`src/rtl/usbfs_rx_pkg.sv`:
```
// Shared types for the full-speed line receiver.
// The line state encoding is {dp, dm}, so a synchronised pair can be cast directly.
package usbfs_rx_pkg;

    typedef enum logic [1:0] {
        LS_SE0 = 2'b00,
        LS_K   = 2'b01,
        LS_J   = 2'b10,
        LS_SE1 = 2'b11
    } line_t;

    typedef enum logic [2:0] {
        FR_HUNT,
        FR_DATA,
        FR_SE0,
        FR_EOPW,
        FR_ABORT
    } frame_t;

endpackage

```
`src/rtl/usbfs_rx_line_sync.sv`:
```
// Brings the asynchronous line pair into the sampling clock domain through two
// flops and registers the classified line state.
// Assumes: dp/dm are glitch-free enough to need only metastability protection.
module usbfs_rx_line_sync
    import usbfs_rx_pkg::*;
(
    input  logic  clk,
    input  logic  rst_n,
    input  logic  dp,
    input  logic  dm,
    output line_t ls
);

    logic [1:0] meta_q;
    logic [1:0] sync_q;

    // Two-flop synchroniser, then classification into a line state.
    always_ff @(posedge clk) begin
        if (!rst_n) begin
            meta_q <= 2'b10;
            sync_q <= 2'b10;
            ls     <= LS_J;
        end else begin
            meta_q <= {dp, dm};
            sync_q <= meta_q;
            ls     <= line_t'(sync_q);
        end
    end

endmodule

```
`src/rtl/usbfs_rx_bit_clk.sv`:
```
// Recovers the bit timing from the oversampled line state. A phase counter
// is restarted on every change of line state, and one sample per bit is taken
// near the middle of the bit.
// Assumes: OSR >= 3, and the transmitter is within a sample of nominal between edges.
module usbfs_rx_bit_clk
    import usbfs_rx_pkg::*;
#(
    parameter int OSR = 4
) (
    input  logic  clk,
    input  logic  rst_n,
    input  line_t ls,
    output logic  bit_stb,
    output line_t bit_ls
);

    localparam int CW   = (OSR > 2) ? $clog2(OSR) : 2;
    localparam int HALF = OSR / 2;

    line_t         prev_ls;
    logic [CW-1:0] phase;
    logic          line_edge;

    assign line_edge = (ls != prev_ls);

    // Phase tracking: restart on edges, wrap every OSR samples, strobe mid-bit.
    always_ff @(posedge clk) begin
        if (!rst_n) begin
            prev_ls <= LS_J;
            phase   <= '0;
            bit_stb <= 1'b0;
            bit_ls  <= LS_J;
        end else begin
            prev_ls <= ls;
            bit_stb <= 1'b0;
            if (line_edge) begin
                phase <= CW'(1);
            end else begin
                if (phase == CW'(OSR - 1)) begin
                    phase <= '0;
                end else begin
                    phase <= phase + 1'b1;
                end
                if (phase == CW'(HALF)) begin
                    bit_stb <= 1'b1;
                    bit_ls  <= ls;
                end
            end
        end
    end

endmodule

```
`src/rtl/usbfs_rx_nrzi.sv`:
```
// Turns mid-bit line samples into decoded bits: an unchanged J/K level gives 1,
// a change gives 0. SE0 bit times are reported separately, and the reference level
// returns to J after them (the line idles J after SE0). SE1 samples are dropped.
module usbfs_rx_nrzi
    import usbfs_rx_pkg::*;
(
    input  logic  clk,
    input  logic  rst_n,
    input  logic  bit_stb,
    input  line_t bit_ls,
    output logic  dat_stb,
    output logic  dat_bit,
    output logic  se0_stb
);

    line_t ref_ls;

    // NRZI decode against the previous bit's level.
    always_ff @(posedge clk) begin
        if (!rst_n) begin
            ref_ls  <= LS_J;
            dat_stb <= 1'b0;
            dat_bit <= 1'b0;
            se0_stb <= 1'b0;
        end else begin
            dat_stb <= 1'b0;
            se0_stb <= 1'b0;
            if (bit_stb) begin
                case (bit_ls)
                    LS_J, LS_K: begin
                        dat_stb <= 1'b1;
                        dat_bit <= (bit_ls == ref_ls);
                        ref_ls  <= bit_ls;
                    end
                    LS_SE0: begin
                        se0_stb <= 1'b1;
                        ref_ls  <= LS_J;
                    end
                    default: begin
                    end
                endcase
            end
        end
    end

endmodule

```
`src/rtl/usbfs_rx_framer.sv`:
```
// Packet framing: hunts for SYNC, removes stuffed zeros, packs bytes LSB first,
// and closes a packet on EOP, a stuffing violation, a short SE0 or a bus reset.
// The bus-reset timer counts raw SE0 samples, so it works in any framing state.
module usbfs_rx_framer
    import usbfs_rx_pkg::*;
#(
    parameter int BYTE_W         = 8,
    parameter int STUFF_LEN      = 6,
    parameter int SYNC_MIN_ZEROS = 6,
    parameter int RST_CYCLES     = 120
) (
    input  logic              clk,
    input  logic              rst_n,
    input  line_t             ls,
    input  logic              dat_stb,
    input  logic              dat_bit,
    input  logic              se0_stb,
    output logic              rx_valid,
    output logic [BYTE_W-1:0] rx_byte,
    output logic              rx_sop,
    output logic              rx_eop,
    output logic              rx_stuff_err,
    output logic              rx_frame_err,
    output logic              rx_bus_reset
);

    localparam int OW = $clog2(STUFF_LEN + 1);
    localparam int ZW = $clog2(SYNC_MIN_ZEROS + 1);
    localparam int RW = $clog2(RST_CYCLES + 1);
    localparam int BW = $clog2(BYTE_W);

    frame_t            state;
    logic [ZW-1:0]     zeros;
    logic [OW-1:0]     ones;
    logic [BYTE_W-1:0] shreg;
    logic [BW-1:0]     nbits;
    logic [RW-1:0]     se0_run;
    logic              rst_hit;

    assign rst_hit = (ls == LS_SE0) && (se0_run == RW'(RST_CYCLES - 1));

    // SE0 duration counter, saturating so the reset is reported once.
    always_ff @(posedge clk) begin
        if (!rst_n) begin
            se0_run <= '0;
        end else if (ls != LS_SE0) begin
            se0_run <= '0;
        end else if (se0_run != RW'(RST_CYCLES)) begin
            se0_run <= se0_run + 1'b1;
        end
    end

    // Framing state machine and byte assembly.
    always_ff @(posedge clk) begin
        if (!rst_n) begin
            state        <= FR_HUNT;
            zeros        <= '0;
            ones         <= '0;
            shreg        <= '0;
            nbits        <= '0;
            rx_valid     <= 1'b0;
            rx_byte      <= '0;
            rx_sop       <= 1'b0;
            rx_eop       <= 1'b0;
            rx_stuff_err <= 1'b0;
            rx_frame_err <= 1'b0;
            rx_bus_reset <= 1'b0;
        end else begin
            rx_valid     <= 1'b0;
            rx_sop       <= 1'b0;
            rx_eop       <= 1'b0;
            rx_stuff_err <= 1'b0;
            rx_frame_err <= 1'b0;
            rx_bus_reset <= 1'b0;
            if (rst_hit) begin
                rx_bus_reset <= 1'b1;
                state        <= FR_HUNT;
                zeros        <= '0;
            end else begin
                case (state)
                    FR_HUNT: begin
                        if (dat_stb) begin
                            if (!dat_bit) begin
                                if (zeros != ZW'(SYNC_MIN_ZEROS)) begin
                                    zeros <= zeros + 1'b1;
                                end
                            end else begin
                                if (zeros == ZW'(SYNC_MIN_ZEROS)) begin
                                    rx_sop <= 1'b1;
                                    state  <= FR_DATA;
                                    ones   <= OW'(1);
                                    nbits  <= '0;
                                end
                                zeros <= '0;
                            end
                        end else if (se0_stb) begin
                            zeros <= '0;
                        end
                    end
                    FR_DATA: begin
                        if (dat_stb) begin
                            if (ones == OW'(STUFF_LEN)) begin
                                if (dat_bit) begin
                                    rx_stuff_err <= 1'b1;
                                    state        <= FR_ABORT;
                                end
                                ones <= '0;
                            end else begin
                                ones  <= dat_bit ? ones + 1'b1 : '0;
                                shreg <= {dat_bit, shreg[BYTE_W-1:1]};
                                if (nbits == BW'(BYTE_W - 1)) begin
                                    rx_valid <= 1'b1;
                                    rx_byte  <= {dat_bit, shreg[BYTE_W-1:1]};
                                    nbits    <= '0;
                                end else begin
                                    nbits <= nbits + 1'b1;
                                end
                            end
                        end else if (se0_stb) begin
                            state <= FR_SE0;
                        end
                    end
                    FR_SE0: begin
                        if (se0_stb) begin
                            state <= FR_EOPW;
                        end else if (dat_stb) begin
                            rx_frame_err <= 1'b1;
                            state        <= FR_HUNT;
                            zeros        <= '0;
                        end
                    end
                    FR_EOPW: begin
                        if (dat_stb) begin
                            rx_eop <= 1'b1;
                            state  <= FR_HUNT;
                            zeros  <= '0;
                        end
                    end
                    FR_ABORT: begin
                        if (se0_stb) begin
                            state <= FR_HUNT;
                            zeros <= '0;
                        end
                    end
                    default: begin
                        state <= FR_HUNT;
                    end
                endcase
            end
        end
    end

endmodule

```
`src/rtl/usbfs_line_rx.sv`:
```
// Top of the full-speed line receiver: synchroniser, bit clock recovery,
// NRZI decoder and framer in a chain. Every output is a registered one-cycle pulse,
// except rx_byte, which holds its value between strobes.
module usbfs_line_rx
    import usbfs_rx_pkg::*;
#(
    parameter int OSR            = 4,
    parameter int BYTE_W         = 8,
    parameter int STUFF_LEN      = 6,
    parameter int SYNC_MIN_ZEROS = 6,
    parameter int RST_CYCLES     = 120
) (
    input  logic              clk,
    input  logic              rst_n,
    input  logic              dp,
    input  logic              dm,
    output logic              rx_valid,
    output logic [BYTE_W-1:0] rx_byte,
    output logic              rx_sop,
    output logic              rx_eop,
    output logic              rx_stuff_err,
    output logic              rx_frame_err,
    output logic              rx_bus_reset
);

    line_t ls;
    line_t bit_ls;
    logic  bit_stb;
    logic  dat_stb;
    logic  dat_bit;
    logic  se0_stb;

    usbfs_rx_line_sync u_sync (
        .clk   (clk),
        .rst_n (rst_n),
        .dp    (dp),
        .dm    (dm),
        .ls    (ls)
    );

    usbfs_rx_bit_clk #(
        .OSR (OSR)
    ) u_bclk (
        .clk     (clk),
        .rst_n   (rst_n),
        .ls      (ls),
        .bit_stb (bit_stb),
        .bit_ls  (bit_ls)
    );

    usbfs_rx_nrzi u_nrzi (
        .clk     (clk),
        .rst_n   (rst_n),
        .bit_stb (bit_stb),
        .bit_ls  (bit_ls),
        .dat_stb (dat_stb),
        .dat_bit (dat_bit),
        .se0_stb (se0_stb)
    );

    usbfs_rx_framer #(
        .BYTE_W         (BYTE_W),
        .STUFF_LEN      (STUFF_LEN),
        .SYNC_MIN_ZEROS (SYNC_MIN_ZEROS),
        .RST_CYCLES     (RST_CYCLES)
    ) u_frm (
        .clk          (clk),
        .rst_n        (rst_n),
        .ls           (ls),
        .dat_stb      (dat_stb),
        .dat_bit      (dat_bit),
        .se0_stb      (se0_stb),
        .rx_valid     (rx_valid),
        .rx_byte      (rx_byte),
        .rx_sop       (rx_sop),
        .rx_eop       (rx_eop),
        .rx_stuff_err (rx_stuff_err),
        .rx_frame_err (rx_frame_err),
        .rx_bus_reset (rx_bus_reset)
    );

endmodule

```
`config.mk`:
```
export PLATFORM = sky130hd
export DESIGN_NAME = usbfs_line_rx
export DESIGN_NICKNAME = d
export VERILOG_FILES = /design/src/rtl/usbfs_rx_pkg.sv /design/src/rtl/usbfs_rx_line_sync.sv /design/src/rtl/usbfs_rx_bit_clk.sv /design/src/rtl/usbfs_rx_nrzi.sv /design/src/rtl/usbfs_rx_framer.sv /design/src/rtl/usbfs_line_rx.sv
export SDC_FILE = /design/constraint.sdc
export NUM_CORES = 1
export LEC_CHECK = 0
export BUFFER_PORTS_ARGS = -buffer_cell sky130_fd_sc_hd__buf_4
export CAP_MARGIN = 25
export CELL_PAD_IN_SITES_DETAIL_PLACEMENT = 1
export CELL_PAD_IN_SITES_GLOBAL_PLACEMENT = 1
export CORE_MARGIN = 10
export CORE_UTILIZATION = 41
export DETAILED_ROUTE_END_ITERATION = 8
export PLACE_DENSITY_LB_ADDON = 0.1
export SETUP_SLACK_MARGIN = 0.02
export SYNTH_ARGS = -nofsm -noshare
export SYNTH_HDL_FRONTEND = slang
export SYNTH_SLANG_ARGS = --single-unit
```
`constraint.sdc`:
```
create_clock -name clk -period 1.7 [get_ports clk]
set_input_delay 0.17 -clock clk [delete_from_list [all_inputs] [get_ports clk]]
set_output_delay 0.17 -clock clk [all_outputs]
set_load 0.01 [all_outputs]
```
# Yosys cells after proc, flatten, opt, wreduce, memory -nomap -nowiden
# Index checks and enable logic that the tools add are counted.
# classes
mux,40
eq_ne,27
n_addsub,5
reduce_logical,28
n_bitwise,10
# op_table
operator,count
two-way mux 3 bit,25
one-hot mux 3 bit (5 select lines),1
OR reduction 5 bit,3
AND reduction 7 bit,2
equality test 3 bit (second input constant),4
inequality test 2 bit (second input constant),6
one-hot mux 3 bit (2 select lines),2
one-hot mux 3 bit (4 select lines),1
two-way mux 1 bit,10
inverter 1 bit,10
adder 3 x 1 -> 3 bit (second input constant),3
inequality test 3 bit (second input constant),3
AND reduction 2 bit,4
OR reduction 2 bit,4
adder 7 x 1 -> 7 bit (second input constant),1
equality test 7 bit (second input constant),1
inequality test 7 bit (second input constant),1
equality test 2 bit (second input constant),3
equality test 3 x 2 -> 1 bit (second input constant),2
AND reduction 6 bit,1
nonzero test 2 bit,3
OR reduction 3 bit,2
AND reduction 5 bit,1
logical NOT 2 bit,2
other kinds (15),15
# word_totals
output_inout_bits,14
word_cells,135
regBits,59

# Logic depth before layout (Yosys ltp)
# Gate-level depths: netlist of the first run.
# depth
depth_word,5
mapped_depth,7
ltp_nobuf,6

# Cells and area by module
# Synthesis of the first run repeated with hierarchy kept, for this count alone.
# unflattened
cells_unflattened,279
area_unflattened_um2,2633.8
# by_module_without_submodules
mod,cells_each,seq_area_each_um2,area_per_inst_um2,instances
usbfs_rx_framer,213,800.8,1934.4,1
usbfs_rx_bit_clk,30,140.1,314.1,1
usbfs_rx_nrzi,24,100.1,227.7,1
usbfs_rx_line_sync,12,120.1,157.7,1

# Worst setup path before layout of the first run
# No wires, ideal clock.
# synth_path
kind,register to register
from,reg u_sync.ls[1]
to,reg u_frm.shreg[1]
setup_time_ps,128
stages_incl_launch_ff,6
synth_period_minus_slack_ps,1680
path_slack_ps,20
n_path_buf,1
arrival_ps,1552
cell_sequence,dfxtp_1 > or4b_4 > buf_6 > o211ai_4 > mux2i_1 > nor2_1
# synth_between
elab_chain_cells,4
# synth_rtl
item,line,rtl
"start, declared",usbfs_rx_line_sync.sv:11,output line_t ls
"start signal, assigned",usbfs_rx_line_sync.sv:26,ls <= line_t'(sync_q);
logical NOT 2 bit,usbfs_rx_framer.sv:40,assign rst_hit = (ls == LS_SE0) && (se0_run == RW'(RST_CYCLES - 1));
logical AND 1 bit,usbfs_rx_framer.sv:40,
inverter 1 bit (no line),n/a,
AND reduction 4 bit (no line),n/a,
"end signal, assigned",usbfs_rx_framer.sv:110,"shreg <= {dat_bit, shreg[BYTE_W-1:1]};"
"end, declared",usbfs_rx_framer.sv:35,logic [BYTE_W-1:0] shreg;
# Every way passes these cells.
# A chain may end at the register's enable or synchronous reset.

# Worst setup path in the final report of the first run
# layout_path
from,reg u_sync.ls[1]
to,reg u_frm.shreg[7]
# The elaborated chain is that of the path after synthesis.

==> results of run 1 <==
-- worst min path at each step --
stage | endpoint | depth (start not counted) | slack [ns]
floorplan | u_bclk.prev_ls[1]$_SDFF_PN1_ | 1 | 0.26
global placement | u_sync.meta_q[1]$_SDFF_PN1_ | 2 | 0.35
detailed placement | u_sync.meta_q[1]$_SDFF_PN1_ | 2 | 0.36
CTS | u_sync.meta_q[0]$_SDFF_PN0_ | 2 | 0.02
global route | u_sync.meta_q[0]$_SDFF_PN0_ | 2 | 0.03
finish | u_sync.meta_q[0]$_SDFF_PN0_ | 2 | 0.03
-- worst max-delay path, delay by kind of cell (launching register included) --
kind	cells	cell delay (ns)
flip-flops	1	0.32
AND/OR/NAND/NOR	2	0.68
AO/OA/AOI/OAI	1	0.22
multiplexers	1	0.18
buffers and inverters	1	0.15
-- synthesized netlist by cell type, types with 5 or more instances --
cell	n
and2_1	6
inv_1	12
nor2b_1	5
nor2_1	21
nand2b_1	10
nand2_1	24
ha_1	13
a21oi_1	10
dfxtp_1	58
clkbuf_1	8
nand3_1	21
nor3_1	8
o21ai_0	11
mux2i_1	13
-- kinds of logic (layout without fill, tap and decap cells) --
family          Yosys count  count (layout)  synth area share [%]
flops                    58              58                  44.0
fa+ha+maj                13              13                  6.16
compound gates           43              43                  12.6
simple gates            121             121                  24.8
buf+inv                  26              77                  4.41
mux                      14              14                  5.36
xor+xnor                  8               8                  2.66
-- power by group --
group	internal (mW)	total [mW]	switching, mW
clock	0.672	1.24	0.567
combinational	0.0505	0.112	0.0617
sequential	1.38	1.39	0.0124
total	2.10	2.74	0.642
-- repair_timing --
| action | in CTS | in global routing |
|---|---|---|
| setup buffers | 0 | 2 |
| endpoints found under the hold margin | 1 | 0 |
| setup endpoints to repair | 1 | 22 |
| hold buffers | 1 | 0 |
| pin swaps | 2 | 3 |
| gates cloned | 0 | 1 |
| gates resized for setup | 0 | 19 |
-- layout make-up --
type                    count  share of cell area, %
clock buffers              11                   3.97
clock inverters             5                   1.67
inverters                  13                   1.48
multi-input cells         199                   42.4
flip-flops and latches     58                   35.3
well taps                  77                   2.91
repair buffers             48                   12.3
-- metrics by stage --
step	cell area (um^2)	std cells	total power, mW	utilization [%]
after global placement	3020	391	1.52	47.9
after detailed placement	3020	391	1.53	47.9
after global routing	3310	411	2.86	52.4
after floorplan	2640	283	1.48	-
final	3310	411	2.74	52.4
after CTS	3220	408	2.78	51.0
-- metal layers --
metal	vias up	global-route usage [%]
met5	-	0
met4	0	5.43
met3	10	5.08
met2	25	22.0
met1	1052	15.4
li1	1080	-
-- registers in the layout, summed over array words and instances (netlist names), 2 cells and up --
register	count
u_frm.shreg	7
u_bclk.bit_ls	2
u_frm.rx_byte	8
u_frm.state	3
u_frm.se0_run	7
u_frm.ones	3
u_sync.ls	2
u_sync.sync_q	2
u_bclk.prev_ls	2
u_bclk.phase	2
u_nrzi.ref_ls	2
u_frm.zeros	3
u_sync.meta_q	2
u_frm.nbits	3
==> results_dict.tcl, run 1 <==
set metrics [dict create \
    synth_fp_nets 300 \
    fin_crit_sh_pct 97.0 \
    grt_max_degree 23 \
    fmax_ghz 0.606 \
    die_area_mm2 0.0100 \
    antennaDiodeCount 0 \
    drcViolationCount 0 \
    syn_avg_cell_area_um2 9.32 \
    cp_data_required_time_ns 1.93 \
    synth.distinct_cells 50 \
    vias_per_cell 5.27 \
    drt-met1-wl_mm 3.05 \
    routedWlPerCell_um 15.6 \
    synthTopCellsByArea "dfxtp_1 44%, ha_1 6.2%, mux2i_1 4.9%, nand3_1 4.0%, nand2_1 3.4%" \
    rsz0062_at_grt "yes" \
    cp-startpoint "u_sync.ls[1]$_SDFF_PN1_" \
    final_cell_mix "54 x dfxtp_1, 44 x buf_4, 23 x nand2_1, 20 x nor2_1, 18 x nand3_1" \
    hp-class "input port to register" \
    clock_skew_ns 0.00948 \
    io-pin-count 18 \
    worstPathArrival_ns 1.88 \
    r2r-end "u_frm.shreg[7]$_SDFFE_PN0P_" \
    min_from "dm" \
    setup_viol 0 \
    initial_core_util_pct 41.8 \
    cp-endpoint "u_frm.shreg[7]$_SDFFE_PN0P_" \
    drive_above_1_share_pct 25.4 \
    clk_pin_slew_worst_paths_ns 0.07 \
    finalCriticalPeriod_ns 1.65 \
    maxSlewHeadroom_pct 69.9 \
    fillerInstances 735 \
    crit_path_cell_trace "or4b_4 > o211ai_4 > buf_12 > mux2i_1 > nor2_1" \
    track_usage_pct 13.5 \
    synth_top_area_share_pct 44.0 \
    maxCapViolations 0 \
    dieWidth_um 100 \
    synthArstFlopShare_pct 0 \
    dieHeight_um 100 \
    cp_slowest_cell "or4b_4" \
    post-place-ws_ns 0.0442 \
    dr_wl_met2_mm 2.98 \
    syn_area_mm2 0.00264 \
    dr.pass1.iters 4 \
    clockBufferDepth 2 \
    synth_edf_count 0 \
    cts_tree "built" \
    yosysTopAreaCell "dfxtp_1" \
    fin_tns_setup_ns 0 \
    htree_levels 3 \
    drtIter0Drc 57 \
    area_growth_syn_to_layout_pct 25.3 \
    slew_viol_final 0 \
    layout_setup_ws_ns 0.0511 \
    critical_path_class "register to register" \
    ir_worst_vdd_v 0.000821 \
    critPathMaxFanout 7 \
    topRoutingLayerUsed "met4" \
    wl_met3_um 229 \
    ys_warn_count 0 \
    io_buffer_count 17 \
    gp_congestion 0.797 \
    grt_pass1_vias 2306 \
    layout.area.seq_mm2 0.00117 \
    grt.overflow.total 0 \
    numCtsBuffers 9 \
    grt_pass1_wl_mm 11.0 \
    synthFlopType "dfxtp_1" \
    clock_sinks 58 \
    r2r_slack_ns 0.05 \
    cp-start-kind "register" \
    finalHoldViolCount 0 \
    tightest_slew_ns 0.448 \
    dp_hpwl_mm 4.46 \
    r2r_start "u_sync.ls[1]$_SDFF_PN1_" \
    clock_latency_ns 0.35 \
    r2r_cells 5 \
    antenna_found_initial 0 \
    synthCells 283 \
    routed-via-count 2167 \
    antenna_left 0 \
    multi_input_area_mm2 0.00140 \
    cp_slowest_stage_delay_ns 0.62 \
    ys_seq_elements 58 \
    cts-root-buf "clkbuf_8" \
    core_area_mm2 0.00631 \
    status "finished clean" \
    final_common_cell "dfxtp_1" \
    hold_ws_ns 0.0342 \
    p_per_area_mw_per_mm2 829 \
    drt-total-wl_mm 6.40 \
    p_leak_nw 1.37 \
    num_rows 29 \
    yosysSeqAreaShare_pct 44.0 \
    nNetsFinal 346 \
    worst_setup_path_end_kind "register" \
]
Power figures use the tool's default switching activity.
==> inputs of run 2 (changes only) <==
--- a/config.mk
+++ b/config.mk
@@ -10,7 +10,7 @@
 export CELL_PAD_IN_SITES_DETAIL_PLACEMENT = 1
 export CELL_PAD_IN_SITES_GLOBAL_PLACEMENT = 1
 export CORE_MARGIN = 10
-export CORE_UTILIZATION = 41
+export CORE_UTILIZATION = 40
 export DETAILED_ROUTE_END_ITERATION = 8
 export PLACE_DENSITY_LB_ADDON = 0.1
 export SETUP_SLACK_MARGIN = 0.02
==> run 2 against run 1 <==
  * Die area increased by 2.0%
  * Global-route usage decreased by 1.2 points
  * Critical path depth unchanged
  * Setup slack improved by 0.0036 ns
  * Combinational power decreased by 7%
  * Highest routed layer unchanged
  * Clock-buffer cell count increased by 1
  * Wire length decreased by 6.0%
==> results_dict.tcl, run 2 (synthesis results as in run 1) <==
set metrics [dict create \
    drt-total-wl_mm 6.02 \
    ir_worst_vdd_v 0.000472 \
    fmax_ghz 0.608 \
    antenna_left 0 \
    rsz0062_at_grt "yes" \
    die_area_mm2 0.0102 \
    status "finished clean" \
    crit_path_cell_trace "or4b_4 > o211ai_4 > buf_12 > mux2i_1 > nor2_1" \
    cp_slowest_stage_delay_ns 0.62 \
    cts-root-buf "clkbuf_8" \
    io_buffer_count 17 \
    routed-via-count 2122 \
    hp-class "input port to register" \
    drtIter0Drc 35 \
    largest_reg_flops 8 \
    final_common_cell "dfxtp_1" \
    hold_depth 2 \
    cp_slowest_cell "or4b_4" \
    p_leak_nw 1.38 \
    area_growth_syn_to_layout_pct 24.7 \
    top_regs "u_frm.rx_byte (8), u_frm.se0_run (7), u_frm.shreg (7)" \
    clock_latency_ns 0.34 \
    p_per_area_mw_per_mm2 899 \
    grt.overflow.total 0 \
    core_area_mm2 0.00639 \
    min_from "dp" \
    dp_hpwl_mm 4.41 \
    clock_skew_ns 0.00625 \
    htree_levels 3 \
    r2r_cells 5 \
    clockBufferDepth 2 \
    worstPathArrival_ns 1.88 \
    final_cell_mix "56 x dfxtp_1, 45 x buf_4, 24 x nand2_1, 21 x nand3_1, 21 x nor2_1" \
    layout.area.seq_mm2 0.00116 \
    initial_core_util_pct 41.3 \
    finalHoldViolCount 0 \
    drcViolationCount 0 \
    top_register "u_frm.rx_byte" \
    antenna_found_initial 0 \
    cts_hold_buf 0 \
    nNetsFinal 345 \
    grt_pass1_vias 2265 \
    worst_setup_path_end_kind "register" \
    cp_data_required_time_ns 1.93 \
    grt_max_degree 22 \
    finalCriticalPeriod_ns 1.65 \
    maxSlewHeadroom_pct 68.7 \
    cts_tree "built" \
    vias_per_cell 5.18 \
    tightest_slew_ns 0.467 \
    routedWlPerCell_um 14.7 \
    dr.pass1.iters 4 \
    maxCapViolations 0 \
    fillerInstances 717 \
    r2r-end "u_frm.shreg[5]$_SDFFE_PN0P_" \
    numCtsBuffers 9 \
    setup_viol 0 \
    power.total_mw 2.96 \
    fin_crit_sh_pct 96.8 \
    whs_endpoint "u_sync.meta_q[1]$_SDFF_PN1_" \
    gp_congestion 0.743 \
    dieWidth_um 101 \
    num_rows 29 \
    track_usage_pct 12.3 \
    critPathMaxFanout 7 \
    grt_pass1_wl_mm 10.3 \
    critical_path_class "register to register" \
    drive_above_1_share_pct 24.0 \
    dieHeight_um 101 \
    r2r_start "u_sync.ls[0]$_SDFF_PN0_" \
    clock_sinks 58 \
    slew_viol_final 0 \
    cp-start-kind "register" \
    io-pin-count 18 \
    clk_pin_slew_worst_paths_ns 0.07 \
    multi_input_area_mm2 0.00138 \
    antennaDiodeCount 0 \
    fin_tns_setup_ns 0 \
    r2r_slack_ns 0.05 \
]
[run 2: cell types whose count changed in the layout (fill, tap and decap cells not counted), moves of 2 or more]
cell	previous run	this run
clkbuf_8	9	11
clkinvlp_4	2	0
dfxtp_1	54	56
dfxtp_2	4	2
ha_2	0	2
nand3_1	18	21
nand3_2	3	0
o21ai_0	7	11
o21ai_1	4	0
[run 2: final cells by class]
class,instances,share of cell area (%)
clock buffers,12,4.71
multi-input cells,199,41.8
repair buffers,47,11.5
well taps,77,2.93
inverters,13,1.48
flip-flops and latches,58,35.4
clock inverters,4,2.24
[run 2: where the power goes]
group	switching [mW]	leakage, nW	internal (mW)	total [mW]
sequential	0.0112	0.470	1.38	1.39
combinational	0.0586	0.794	0.0449	0.104
clock	0.559	0.117	0.906	1.46
[run 2: repair_timing]
item	in CTS	in global routing
buffers inserted	1	2
endpoints found under the setup margin	7	15
pin swaps	1	2
cloned	0	0
gates resized for setup	0	8
[run 2: how the worst max path moves through the flow]
stage                                  from                          end  slack, ns  cells after the start
floorplan           u_sync.ls[1]$_SDFF_PN1_  u_frm.shreg[1]$_SDFFE_PN0P_       0.02                      5
global placement    u_sync.ls[1]$_SDFF_PN1_  u_frm.shreg[1]$_SDFFE_PN0P_       0.03                      4
detailed placement  u_sync.ls[1]$_SDFF_PN1_  u_frm.shreg[2]$_SDFFE_PN0P_     -0.005                      4
CTS                 u_sync.ls[1]$_SDFF_PN1_  u_frm.shreg[3]$_SDFFE_PN0P_       0.05                      5
global route        u_sync.ls[0]$_SDFF_PN0_  u_frm.shreg[3]$_SDFFE_PN0P_      -0.02                      5
finish              u_sync.ls[0]$_SDFF_PN0_  u_frm.shreg[5]$_SDFFE_PN0P_       0.05                      5
[run 2: routing by layer]
metal	vias to the layer above	GRT usage (%)	wire length (um)
met4	0	5.79	97
met1	1014	14.4	2860
met5	-	0	0
li1	1076	-	-
met3	10	3.00	154
met2	22	20.5	2910
[run 2: stage by stage]
stage / setup WS, ns / util [%] / hold WS, ns / cells / instance area [um^2]
CTS: 0.0465 / 51.0 / 0.00442 / 408 / 3260
floorplan: 0.0205 / - / 0.257 / 283 / 2640
detailed placement: -0.00456 / 47.1 / 0.361 / 391 / 3010
global route: -0.0179 / 51.5 / 0.0176 / 410 / 3290
global placement: 0.0304 / 47.1 / 0.355 / 391 / 3010
finish: 0.0548 / 51.5 / 0.0188 / 410 / 3290
[run 2: critical path, delay by kind of cell (launching register included)]
kind | cells | cell delay (ns)
AO/OA/AOI/OAI | 1 | 0.21
buffers and inverters | 1 | 0.15
multiplexers | 1 | 0.20
flip-flops | 1 | 0.31
AND/OR/NAND/NOR | 2 | 0.67
